==> config.mk <==
export PLATFORM = sky130hd
export DESIGN_NAME = freq_autorange
export DESIGN_NICKNAME = d
export VERILOG_FILES = /design/src/rtl/freq_autorange_pkg.sv /design/src/rtl/seq_divider.sv /design/src/rtl/poll_timer.sv /design/src/rtl/freq_autorange.sv
export SDC_FILE = /design/constraint.sdc
export NUM_CORES = 1
export LEC_CHECK = 0
export BUFFER_PORTS_ARGS = -buffer_cell sky130_fd_sc_hd__buf_4
export CAP_MARGIN = 20
export CORE_MARGIN = 8
export CORE_UTILIZATION = 40
export CTS_CLUSTER_DIAMETER = 50
export CTS_CLUSTER_SIZE = 16
export DETAILED_ROUTE_END_ITERATION = 10
export PLACE_DENSITY_LB_ADDON = 0.3
export SLEW_MARGIN = 10
export SYNTH_ARGS = -nofsm -noshare
export SYNTH_HDL_FRONTEND = slang
export SYNTH_SLANG_ARGS = --single-unit
==> constraint.sdc <==
create_clock -name clk -period 6.6 [get_ports clk]
set_input_delay 0.99 -clock clk [delete_from_list [all_inputs] [get_ports clk]]
set_output_delay 0.99 -clock clk [all_outputs]
set_load 0.02 [all_outputs]
==> src/rtl/freq_autorange_pkg.sv <==
package freq_autorange_pkg;
    // Register word indices on the master port
    localparam logic [1:0] CTRL_IDX = 2'd1;
    localparam logic [1:0] CNT_IDX  = 2'd3;
    // Control word bit positions decoded by the counting unit
    localparam int EN_BIT   = 16;
    localparam int RUN_BIT  = 19;
    localparam int SRC_LSB  = 20;
    localparam int BUSY_BIT = 31;

    typedef enum logic [3:0] {
        S_IDLE, S_WCLR, S_WDUR, S_WSRC, S_WGO,
        S_RBUSY, S_RBUSY_W, S_WAIT, S_WDIS,
        S_RCNT, S_RCNT_W, S_DIVF, S_DIVP
    } seq_state_t;
endpackage

==> src/rtl/seq_divider.sv <==
// Restoring unsigned divider, one quotient bit per cycle.
// Assumes divisor is non-zero; 'done' pulses N cycles after 'go'.
module seq_divider #(
    parameter int N   = 37,
    parameter int DW  = 10,
    parameter int Q_W = 32
) (
    input  logic          clk,
    input  logic          rst_n,
    input  logic          go,
    input  logic [N-1:0]  dividend,
    input  logic [DW-1:0] divisor,
    output logic          done,
    output logic [Q_W-1:0] quotient
);
    localparam int CW = $clog2(N + 1);

    logic [N-1:0]  quo_q;
    logic [DW-1:0] rem_q, dvs_q, rem_n;
    logic [CW-1:0] cnt_q;
    logic          run_q, bit_n;
    logic [DW:0]   shifted;

    // One trial subtraction step
    always_comb begin
        shifted = {rem_q, quo_q[N-1]};
        if (shifted >= {1'b0, dvs_q}) begin
            rem_n = DW'(shifted - {1'b0, dvs_q});
            bit_n = 1'b1;
        end else begin
            rem_n = shifted[DW-1:0];
            bit_n = 1'b0;
        end
    end

    // Load operands on go, then iterate N steps
    always_ff @(posedge clk) begin
        if (!rst_n) begin
            quo_q <= '0; rem_q <= '0; dvs_q <= '0;
            cnt_q <= '0; run_q <= 1'b0; done <= 1'b0;
        end else begin
            done <= 1'b0;
            if (go) begin
                quo_q <= dividend;
                rem_q <= '0;
                dvs_q <= divisor;
                cnt_q <= CW'(N);
                run_q <= 1'b1;
            end else if (run_q) begin
                rem_q <= rem_n;
                quo_q <= {quo_q[N-2:0], bit_n};
                cnt_q <= cnt_q - 1'b1;
                if (cnt_q == CW'(1)) begin
                    run_q <= 1'b0;
                    done  <= 1'b1;
                end
            end
        end
    end

    assign quotient = quo_q[Q_W-1:0];
endmodule

==> src/rtl/poll_timer.sv <==
// Countdown between busy polls. 'expire' is high for one cycle
// INTERVAL cycles after 'arm'. Assumes INTERVAL >= 1.
module poll_timer #(
    parameter int INTERVAL = 10
) (
    input  logic clk,
    input  logic rst_n,
    input  logic arm,
    output logic expire
);
    localparam int CW = $clog2(INTERVAL + 1);

    logic [CW-1:0] cnt_q;
    logic          run_q;

    assign expire = run_q && (cnt_q == '0);

    // Reload on arm, count down while running
    always_ff @(posedge clk) begin
        if (!rst_n) begin
            cnt_q <= '0;
            run_q <= 1'b0;
        end else if (arm) begin
            cnt_q <= CW'(INTERVAL - 1);
            run_q <= 1'b1;
        end else if (expire) begin
            run_q <= 1'b0;
        end else if (run_q) begin
            cnt_q <= cnt_q - 1'b1;
        end
    end
endmodule

==> src/rtl/freq_autorange.sv <==
// Auto-ranging measurement sequencer. Drives a gated edge counter through
// a register master port, shrinking the gate on saturation, then scales
// the count to Hz and reports resolution. Assumes the counter unit answers
// reads one cycle after the strobe and accepts writes without wait states.
module freq_autorange
    import freq_autorange_pkg::*;
#(
    parameter int ID_W         = 7,
    parameter int CNT_W        = 16,
    parameter int FREQ_W       = 32,
    parameter int DUR_MAX      = 640,
    parameter int DUR_MIN      = 32,
    parameter int DUR_STEP     = 32,
    parameter int TICKS_PER_US = 250,
    parameter int POLL_US      = 10,
    parameter int TIMEOUT_US   = 10000
) (
    input  logic              clk,
    input  logic              rst_n,
    input  logic              start,
    input  logic [ID_W-1:0]   clk_id,
    output logic              bus_wr,
    output logic              bus_rd,
    output logic [1:0]        bus_addr,
    output logic [31:0]       bus_wdata,
    input  logic [31:0]       bus_rdata,
    output logic [FREQ_W-1:0] freq_hz,
    output logic [FREQ_W-1:0] prec_hz,
    output logic              valid,
    output logic              err
);
    localparam int    DUR_W     = $clog2(DUR_MAX + 1);
    localparam int    SCALE     = 1_000_000;
    localparam int    SCALE_W   = $clog2(SCALE);
    localparam int    DIVD_W    = CNT_W + SCALE_W + 1;
    localparam int    INTERVAL  = POLL_US * TICKS_PER_US;
    localparam int    MAX_POLLS = TIMEOUT_US / POLL_US;
    localparam int    POLL_W    = $clog2(MAX_POLLS + 1);
    localparam logic [31:0] CNT_SAT = 32'((64'd1 << CNT_W) - 1);

    seq_state_t        st;
    logic [ID_W-1:0]   id_q;
    logic [DUR_W-1:0]  dur_q;
    logic [31:0]       ctrl_q;
    logic [POLL_W-1:0] poll_q;
    logic [FREQ_W-1:0] ftmp_q, quo;
    logic              seq_idle, ovf, busy_bit, last_poll;
    logic              tmr_arm, tmr_exp, div_go, div_done;
    logic [DIVD_W-1:0] dividend;

    assign seq_idle  = (st == S_IDLE);
    assign ovf       = (bus_rdata >= CNT_SAT);
    assign busy_bit  = bus_rdata[BUSY_BIT];
    assign last_poll = (poll_q == POLL_W'(MAX_POLLS));
    assign tmr_arm   = (st == S_RBUSY_W) && busy_bit && !last_poll;
    assign div_go    = ((st == S_RCNT_W) && !ovf) || ((st == S_DIVF) && div_done);

    // Dividend: rounded count scaling, or the fixed resolution numerator
    always_comb begin
        if (st == S_RCNT_W)
            dividend = DIVD_W'(bus_rdata[CNT_W-1:0]) * DIVD_W'(SCALE)
                     + DIVD_W'(dur_q >> 1);
        else
            dividend = DIVD_W'(2 * SCALE);
    end

    // Register port drive, decoded from the current state
    always_comb begin
        bus_wr    = 1'b0;
        bus_rd    = 1'b0;
        bus_addr  = CTRL_IDX;
        bus_wdata = '0;
        case (st)
            S_WCLR:  bus_wr = 1'b1;
            S_WDUR:  begin bus_wr = 1'b1; bus_wdata = 32'(dur_q - DUR_W'(1)); end
            S_WSRC:  begin bus_wr = 1'b1; bus_wdata = ctrl_q | (32'(id_q) << SRC_LSB); end
            S_WGO:   begin
                bus_wr    = 1'b1;
                bus_wdata = ctrl_q | (32'd1 << EN_BIT) | (32'd1 << RUN_BIT);
            end
            S_WDIS:  begin bus_wr = 1'b1; bus_wdata = ctrl_q & ~(32'd1 << EN_BIT); end
            S_RBUSY: bus_rd = 1'b1;
            S_RCNT:  begin bus_rd = 1'b1; bus_addr = CNT_IDX; end
            default: ;
        endcase
    end

    // Sequencer: attempt order, range search, conversion and reporting
    always_ff @(posedge clk) begin
        if (!rst_n) begin
            st <= S_IDLE; id_q <= '0; dur_q <= '0; ctrl_q <= '0; poll_q <= '0;
            ftmp_q <= '0; freq_hz <= '0; prec_hz <= '0; valid <= 1'b0; err <= 1'b0;
        end else begin
            valid <= 1'b0;
            err   <= 1'b0;
            if (bus_wr) ctrl_q <= bus_wdata;
            case (st)
                S_IDLE: if (start) begin
                    id_q    <= clk_id;
                    dur_q   <= DUR_W'(DUR_MAX);
                    freq_hz <= '0;
                    prec_hz <= '0;
                    st      <= S_WCLR;
                end
                S_WCLR: st <= S_WDUR;
                S_WDUR: st <= S_WSRC;
                S_WSRC: st <= S_WGO;
                S_WGO:  begin poll_q <= '0; st <= S_RBUSY; end
                S_RBUSY: st <= S_RBUSY_W;
                S_RBUSY_W: begin
                    if (!busy_bit) st <= S_WDIS;
                    else if (last_poll) begin err <= 1'b1; st <= S_IDLE; end
                    else begin poll_q <= poll_q + 1'b1; st <= S_WAIT; end
                end
                S_WAIT: if (tmr_exp) st <= S_RBUSY;
                S_WDIS: st <= S_RCNT;
                S_RCNT: st <= S_RCNT_W;
                S_RCNT_W: begin
                    if (!ovf) st <= S_DIVF;
                    else if (dur_q < DUR_W'(DUR_MIN + DUR_STEP)) begin
                        err <= 1'b1;
                        st  <= S_IDLE;
                    end else begin
                        dur_q <= dur_q - DUR_W'(DUR_STEP);
                        st    <= S_WCLR;
                    end
                end
                S_DIVF: if (div_done) begin ftmp_q <= quo; st <= S_DIVP; end
                S_DIVP: if (div_done) begin
                    freq_hz <= ftmp_q;
                    prec_hz <= quo;
                    valid   <= 1'b1;
                    st      <= S_IDLE;
                end
                default: st <= S_IDLE;
            endcase
        end
    end

    poll_timer #(.INTERVAL(INTERVAL)) u_tmr (
        .clk(clk), .rst_n(rst_n), .arm(tmr_arm), .expire(tmr_exp)
    );

    seq_divider #(.N(DIVD_W), .DW(DUR_W), .Q_W(FREQ_W)) u_div (
        .clk(clk), .rst_n(rst_n), .go(div_go), .dividend(dividend),
        .divisor(dur_q), .done(div_done), .quotient(quo)
    );
endmodule

### After elaboration in Yosys (flattened, before gate mapping)

Index checks and enable logic that the tools add are counted.

| word-level totals | value |
|---|---|
| latch bits | 0 |
| flip-flop bits (word level) | 239 |
| memories | 0 |
| input bits | 42 |
| word-level logic and storage cells | 135 |
| output and inout port bits | 102 |
| bits in writable memories | 0 |
| ROM bits | 0 |

| cells by class | value |
|---|---|
| add/subtract/negate cells | 7 |
| muxes and demuxes | 47 |
| eq/ne operators | 23 |
| shifts and indexed selects | 0 |
| magnitude comparators | 3 |
| bitwise operators | 4 |
| reduce and logical (&&, ||, !) cells | 30 |
| div/mod/pow operators | 0 |
| multipliers | 1 |

Operator list:

| kind | number |
|---|---|
| case mux 32 bit (2 select lines) | 2 |
| case mux 32 bit (4 select lines) | 1 |
| two-way mux 37 bit | 3 |
| two-way mux 32 bit | 3 |
| two-way mux 10 bit | 6 |
| case mux 4 bit (13 select lines) | 1 |
| case mux 10 bit (2 select lines) | 2 |
| adder 36 x 9 -> 37 bit | 1 |
| two-way mux 12 bit | 3 |
| greater-or-equal comparator 32 x 16 -> 1 bit, second input constant | 1 |
| OR 32 x 27 -> 32 bit | 1 |
| multiplier 16 x 14 -> 30 bit, second input constant | 1 |
| two-way mux 4 bit | 6 |
| == test 4 bit, second input constant | 5 |
| == test 4 x 3 -> 1 bit, second input constant | 4 |
| two-way mux 1 bit | 15 |
| inequality test 2 bit, second input constant | 7 |
| logical NOT 12 bit | 1 |
| two-way mux 6 bit | 2 |
| nonzero test 2 bit | 6 |
| subtractor 12 x 1 -> 12 bit, second input constant | 1 |
| greater-or-equal comparator 11 x 10 -> 1 bit | 1 |
| subtractor 10 x 1 -> 11 bit, second input constant | 1 |
| adder 10 x 1 -> 10 bit, second input constant | 1 |
| 23 further kinds | 40 |

### Depth between registers and ports, before layout

| logic depth | value |
|---|---|
| word-level depth | 5 |
| depth in mapped cells | 21 |
| mapped depth without buffers | 20 |

### Modules after synthesis

A second synthesis with hierarchy kept.

| second synthesis, totals | value |
|---|---|
| cell total of the unflattened synthesis | 1945 |
| area total of the unflattened synthesis | 15762.6 sq um |

Modules (own cells, without submodules):

| module | area an instance (sq um) | times used | cells each | seq. area each (sq um) |
|---|---|---|---|---|
| freq_autorange | 11369.7 | 1 | 1445 | 3123.0 |
| seq_divider | 3671.0 | 1 | 424 | 1301.2 |
| poll_timer | 721.9 | 1 | 76 | 260.2 |

### Worst setup path after synthesis

No wires, ideal clock.

| timing | value |
|---|---|
| path type | input to register |
| from | input port bus_rdata[1] |
| to | register u_div.quo_q[35] |
| data arrival time | 6.476 ns |
| stages | 20 |
| path slack | -0.004 ns |
| path buffers | 0 |
| library setup time | 0.128 ns |
| data required time | 6.472 ns |
| cells stage by stage | inv_1 fa_1 inv_1 fa_1 fa_1 fa_1 ha_1 inv_1 fa_1 inv_1 ha_1 nand2_1 o21ai_0 a21oi_4 o31ai_2 mux2_4 or4_4 nor4_2 mux2i_1 o21ai_1 |

| between the ends | value |
|---|---|
| cells in the longest elaborated chain, start to end | 5 |
| elaborated cells on any way between the ends | 9 |
| those cells by class | add/sub: 1; mul: 1; order compare: 1; mux: 2; reduce/logical: 4 |

RTL lines:

| element | RTL line | RTL |
|---|---|---|
| from (decl) | freq_autorange.sv:26 | `input logic [31:0] bus_rdata,` |
| branches (longest 5 deep; another with adder 36 x 9 -> 37 bit) | - |  |
| to (signal assigned) | seq_divider.sv:44 | `quo_q <= dividend;` |
| to (signal assigned) | seq_divider.sv:51 | `quo_q <= {quo_q[N-2:0], bit_n};` |
| to (decl) | seq_divider.sv:18 | `logic [N-1:0] quo_q;` |

Several ways; the timed one is not identified.
A chain may end at the register's enable or synchronous reset.

### Worst setup path in the final report

| timing | value |
|---|---|
| from | input port bus_rdata[2] |
| to | register u_div.quo_q[35] |

Same word-level chain as after synthesis.

==> impl_metrics.yaml <==
outcome:
  outcome: "complete, no violations"
clock_tree:
  cts_tree: "built"
  clk_pin_slew_ps: 60
  cts_setup_buffers: 0
  cts_buffer_depth: 3
  cts-buffers-inserted: 27
  cts-resized-gates: 0
  cts_root_buf: "clkbuf_16"
  cts_hold_buffers: 0
  clock_latency_ps: 540
  cts_sinks: 229
  htree_levels: 1
synthesis:
  postSynth.asyncResetShare_pct: 0
  ys.flop_type: "dfxtp_1"
  synth.distinct_cells: 82
  syn-mean-instance-area_um2: 8.15
  syn_inst: 1751
  synth_seq_cells: 229
  ys_warn_count: 0
  yosysSeqAreaShare_pct: 32.1
  synth.cell_area_um2: 14300
  synth_enable_flop_cells: 0
power_and_ir_drop:
  leakagePower_nw: 7.19
  power_density_nw_per_um2: 432
  clock_power_share_pct: 21.1
  pwr-share-seq_pct: 19.8
  power_frac_comb_pct: 59.1
  netSwitchingFraction_pct: 42.3
  p_int_mw: 4.25
  power_switching_mw: 3.11
  power_mw: 7.36
  peakVddDrop_v: 0.000342
sta:
  period_minus_slack_ps: 6250
  maxSlewViolCount: 0
  finalHoldViolations: 0
  tns_ps: 0
  setup_viol: 0
  rsz0062_at_grt: "no"
  relSlewSlack_pct: 27.6
  layout_worst_path_cycle_share_pct: 94.6
  finClkSkew_ps: 10.2
  fmax_mhz: 160
  tightest_slew_ps: 1090
routing:
  wl_per_cell_um: 15.8
  drtPass1Iterations: 6
  viasPerCell: 5.25
  initialDrtViolationCount: 656
  wl_um: 37700
  drtAntennaViolNets: 0
  num_vias: 12503
  drc_errors: 0
worst_setup_path:
  path_cells: "buf_4 > buf_4 > fa_1 > fa_1 > fa_1 > fa_1 > ha_1 > inv_1 > fa_1 > inv_1 > ha_1 > buf_4 > a21oi_1 > o21ai_0 > a21oi_1 > a31oi_1 > xnor2_1 > or4_4 > nor4_2 > mux2i_1 > o21ai_1"
  worst_path_max_delay_cell: "fa_1"
  cp_slowest_stage_delay_ps: 590
  cp_top_family: "adder cells"
  cp.required_ps: 7020
  r2r-start: "dur_q[7]$_SDFFE_PN0P_"
  path_buf_inv: 5
  crit_path_max_fanout: 5
  worst_setup_path_end_kind: "flip-flop"
  crit_type: "in2reg"
  crit_start: "bus_rdata[2]"
  cp.arrival_ps: 6660
  start_kind: "input port"
  crit_top_cell: "fa_1"
cells_and_area:
  final_nets: 2129
  layout.cells.non_filler: 2383
  diodes: 0
  final_core_util_pct: 48.3
  drive_gt1_share_pct: 15.2
  area_delta_synth_final_pct: 19.5
worst_hold_path:
  min-delay-path-class: "reg2reg"
  worst_hold_startpoint: "freq_hz[10]$_SDFFE_PN0P_"
die:
  start_util_pct: 40.4
  coreArea_um2: 35300
  fp-row-count: 69
  die_area_um2: 42000
  die_x_um: 205
  ioPinCount: 144
  die_h_um: 205
grt:
  grtUsageTotal_pct: 17.5
  grt_pass1_vias: 11994
  antenna_found_initial: 0
  grt_max_degree: 108
  grt_pass1_wl_um: 61200
  grt-ovfl-total: 0
placed_design:
  dpl.cell_count: 2333
  routabilityCongestion: 0.852
  portBuffers: 142
  dp_hpwl_um: 28800
job:
  maxCapViolCount: 0
[kinds of logic (layout without fill, tap and decap cells)]
family	after synthesis	count (layout)	synth area share [%]
simple gates	648	648	20.6
compound gates	365	365	15.0
flops	229	229	32.1
buf+inv	210	380	5.61
fa+ha+maj	186	186	19.3
xor+xnor	66	66	4.05
mux	45	45	3.21
other cells	2	3	0.0527
[placed cells by master (no fill, tap or decap), types with 27 or more instances in the layout]
cell         n
nand2_1    269
dfxtp_1    228
a21oi_1    220
buf_4      208
nor2_1     151
ha_1       130
inv_1      121
nand3_1     86
fa_1        56
o21ai_0     46
mux2i_1     42
xor2_1      34
xnor2_1     32
nor3_1      29
clkbuf_16   27
[power groups by stage]
| stage | registers, mW | clock network [mW] | logic, mW |
|---|---|---|---|
| after floorplan | 1.47 | 0 | 2.81 |
| final | 1.46 | 1.55 | 4.35 |
| after global routing | 1.46 | 1.65 | 4.88 |
| after global placement | 1.49 | 0 | 4.29 |
| after detailed placement | 1.49 | 0 | 4.34 |
| after CTS | 1.46 | 1.59 | 4.37 |
[sequential cells by signal, summed over array words and instances, names as in the netlist, 10 cells and up]
| signal | flops |
|---|---|
| ftmp_q | 32 |
| u_tmr.cnt_q | 12 |
| poll_q | 10 |
| freq_hz | 32 |
| u_div.rem_q | 10 |
| prec_hz | 32 |
| u_div.quo_q | 37 |
| ctrl_q | 32 |
[final cells by class]
cell class / count / area [um2]
Fill cell: 3423 / 18300
Tap cell: 461 / 577
Timing Repair Buffer: 208 / 1560
Multi-Input combinational cell: 1313 / 8910
Inverter: 122 / 460
Clock buffer: 29 / 693
Sequential cell: 229 / 4590
Clock inverter: 21 / 260
[worst register-to-register path, stage by stage, from the launching register on]
cell and delay [ps]:
dfxtp_1 560, ha_1 270, fa_1 210, a21o_1 120, nand2_1 130, nor4_1 480
and3_1 290, and3_1 260, nand3_2 160, nor3_1 200, xor2_1 180, o22ai_1 90
[metrics by stage]
step | instance area [um2] | setup slack, ps | hold WS (ps)
4_1_cts | 17000 | 332 | 454
6_report | 17000 | 353 | 451
2_1_floorplan | 14300 | 36.0 | 432
3_5_place_dp | 16100 | -212 | 444
3_3_place_gp | 16100 | -70.4 | 440
5_1_grt | 17000 | 38.7 | 474
[Yosys cell counts, drive strengths merged (12+ instances only)]
cell | number | area (um2)
a211oi | 15 | 130
a21oi | 224 | 1140
clkbuf | 77 | 290
dfxtp | 229 | 4580
fa | 56 | 1120
ha | 130 | 1630
inv | 121 | 454
mux2i | 42 | 420
nand2 | 270 | 1010
nand2b | 12 | 75.1
nand3 | 88 | 450
nand4 | 18 | 119
nor2 | 153 | 577
nor3 | 30 | 155
nor4 | 15 | 130
o211ai | 13 | 103
o21ai | 49 | 249
xnor2 | 32 | 280
xor2 | 34 | 298
[worst paths after layout]
path | to | slack (ps) | depth (start not counted)
setup / recovery | u_div.quo_q[35]$_SDFFE_PN0P_ | 350 | 21
hold / removal | freq_hz[10]$_SDFFE_PN0P_ | 450 | 2
setup reg to reg | u_div.quo_q[32]$_SDFFE_PN0P_ | 3530 | 11
hold reg to reg | freq_hz[10]$_SDFFE_PN0P_ | 450 | 2
[routing by layer]
| layer | wire [um] | track usage (%) |
|---|---|---|
| met5 | 0 | 0 |
| met4 | 923 | 5.07 |
| met3 | 1680 | 1.87 |
| met2 | 17900 | 29.7 |
| met1 | 17200 | 23.1 |
No activity file was read; power rests on OpenSTA's default activity.
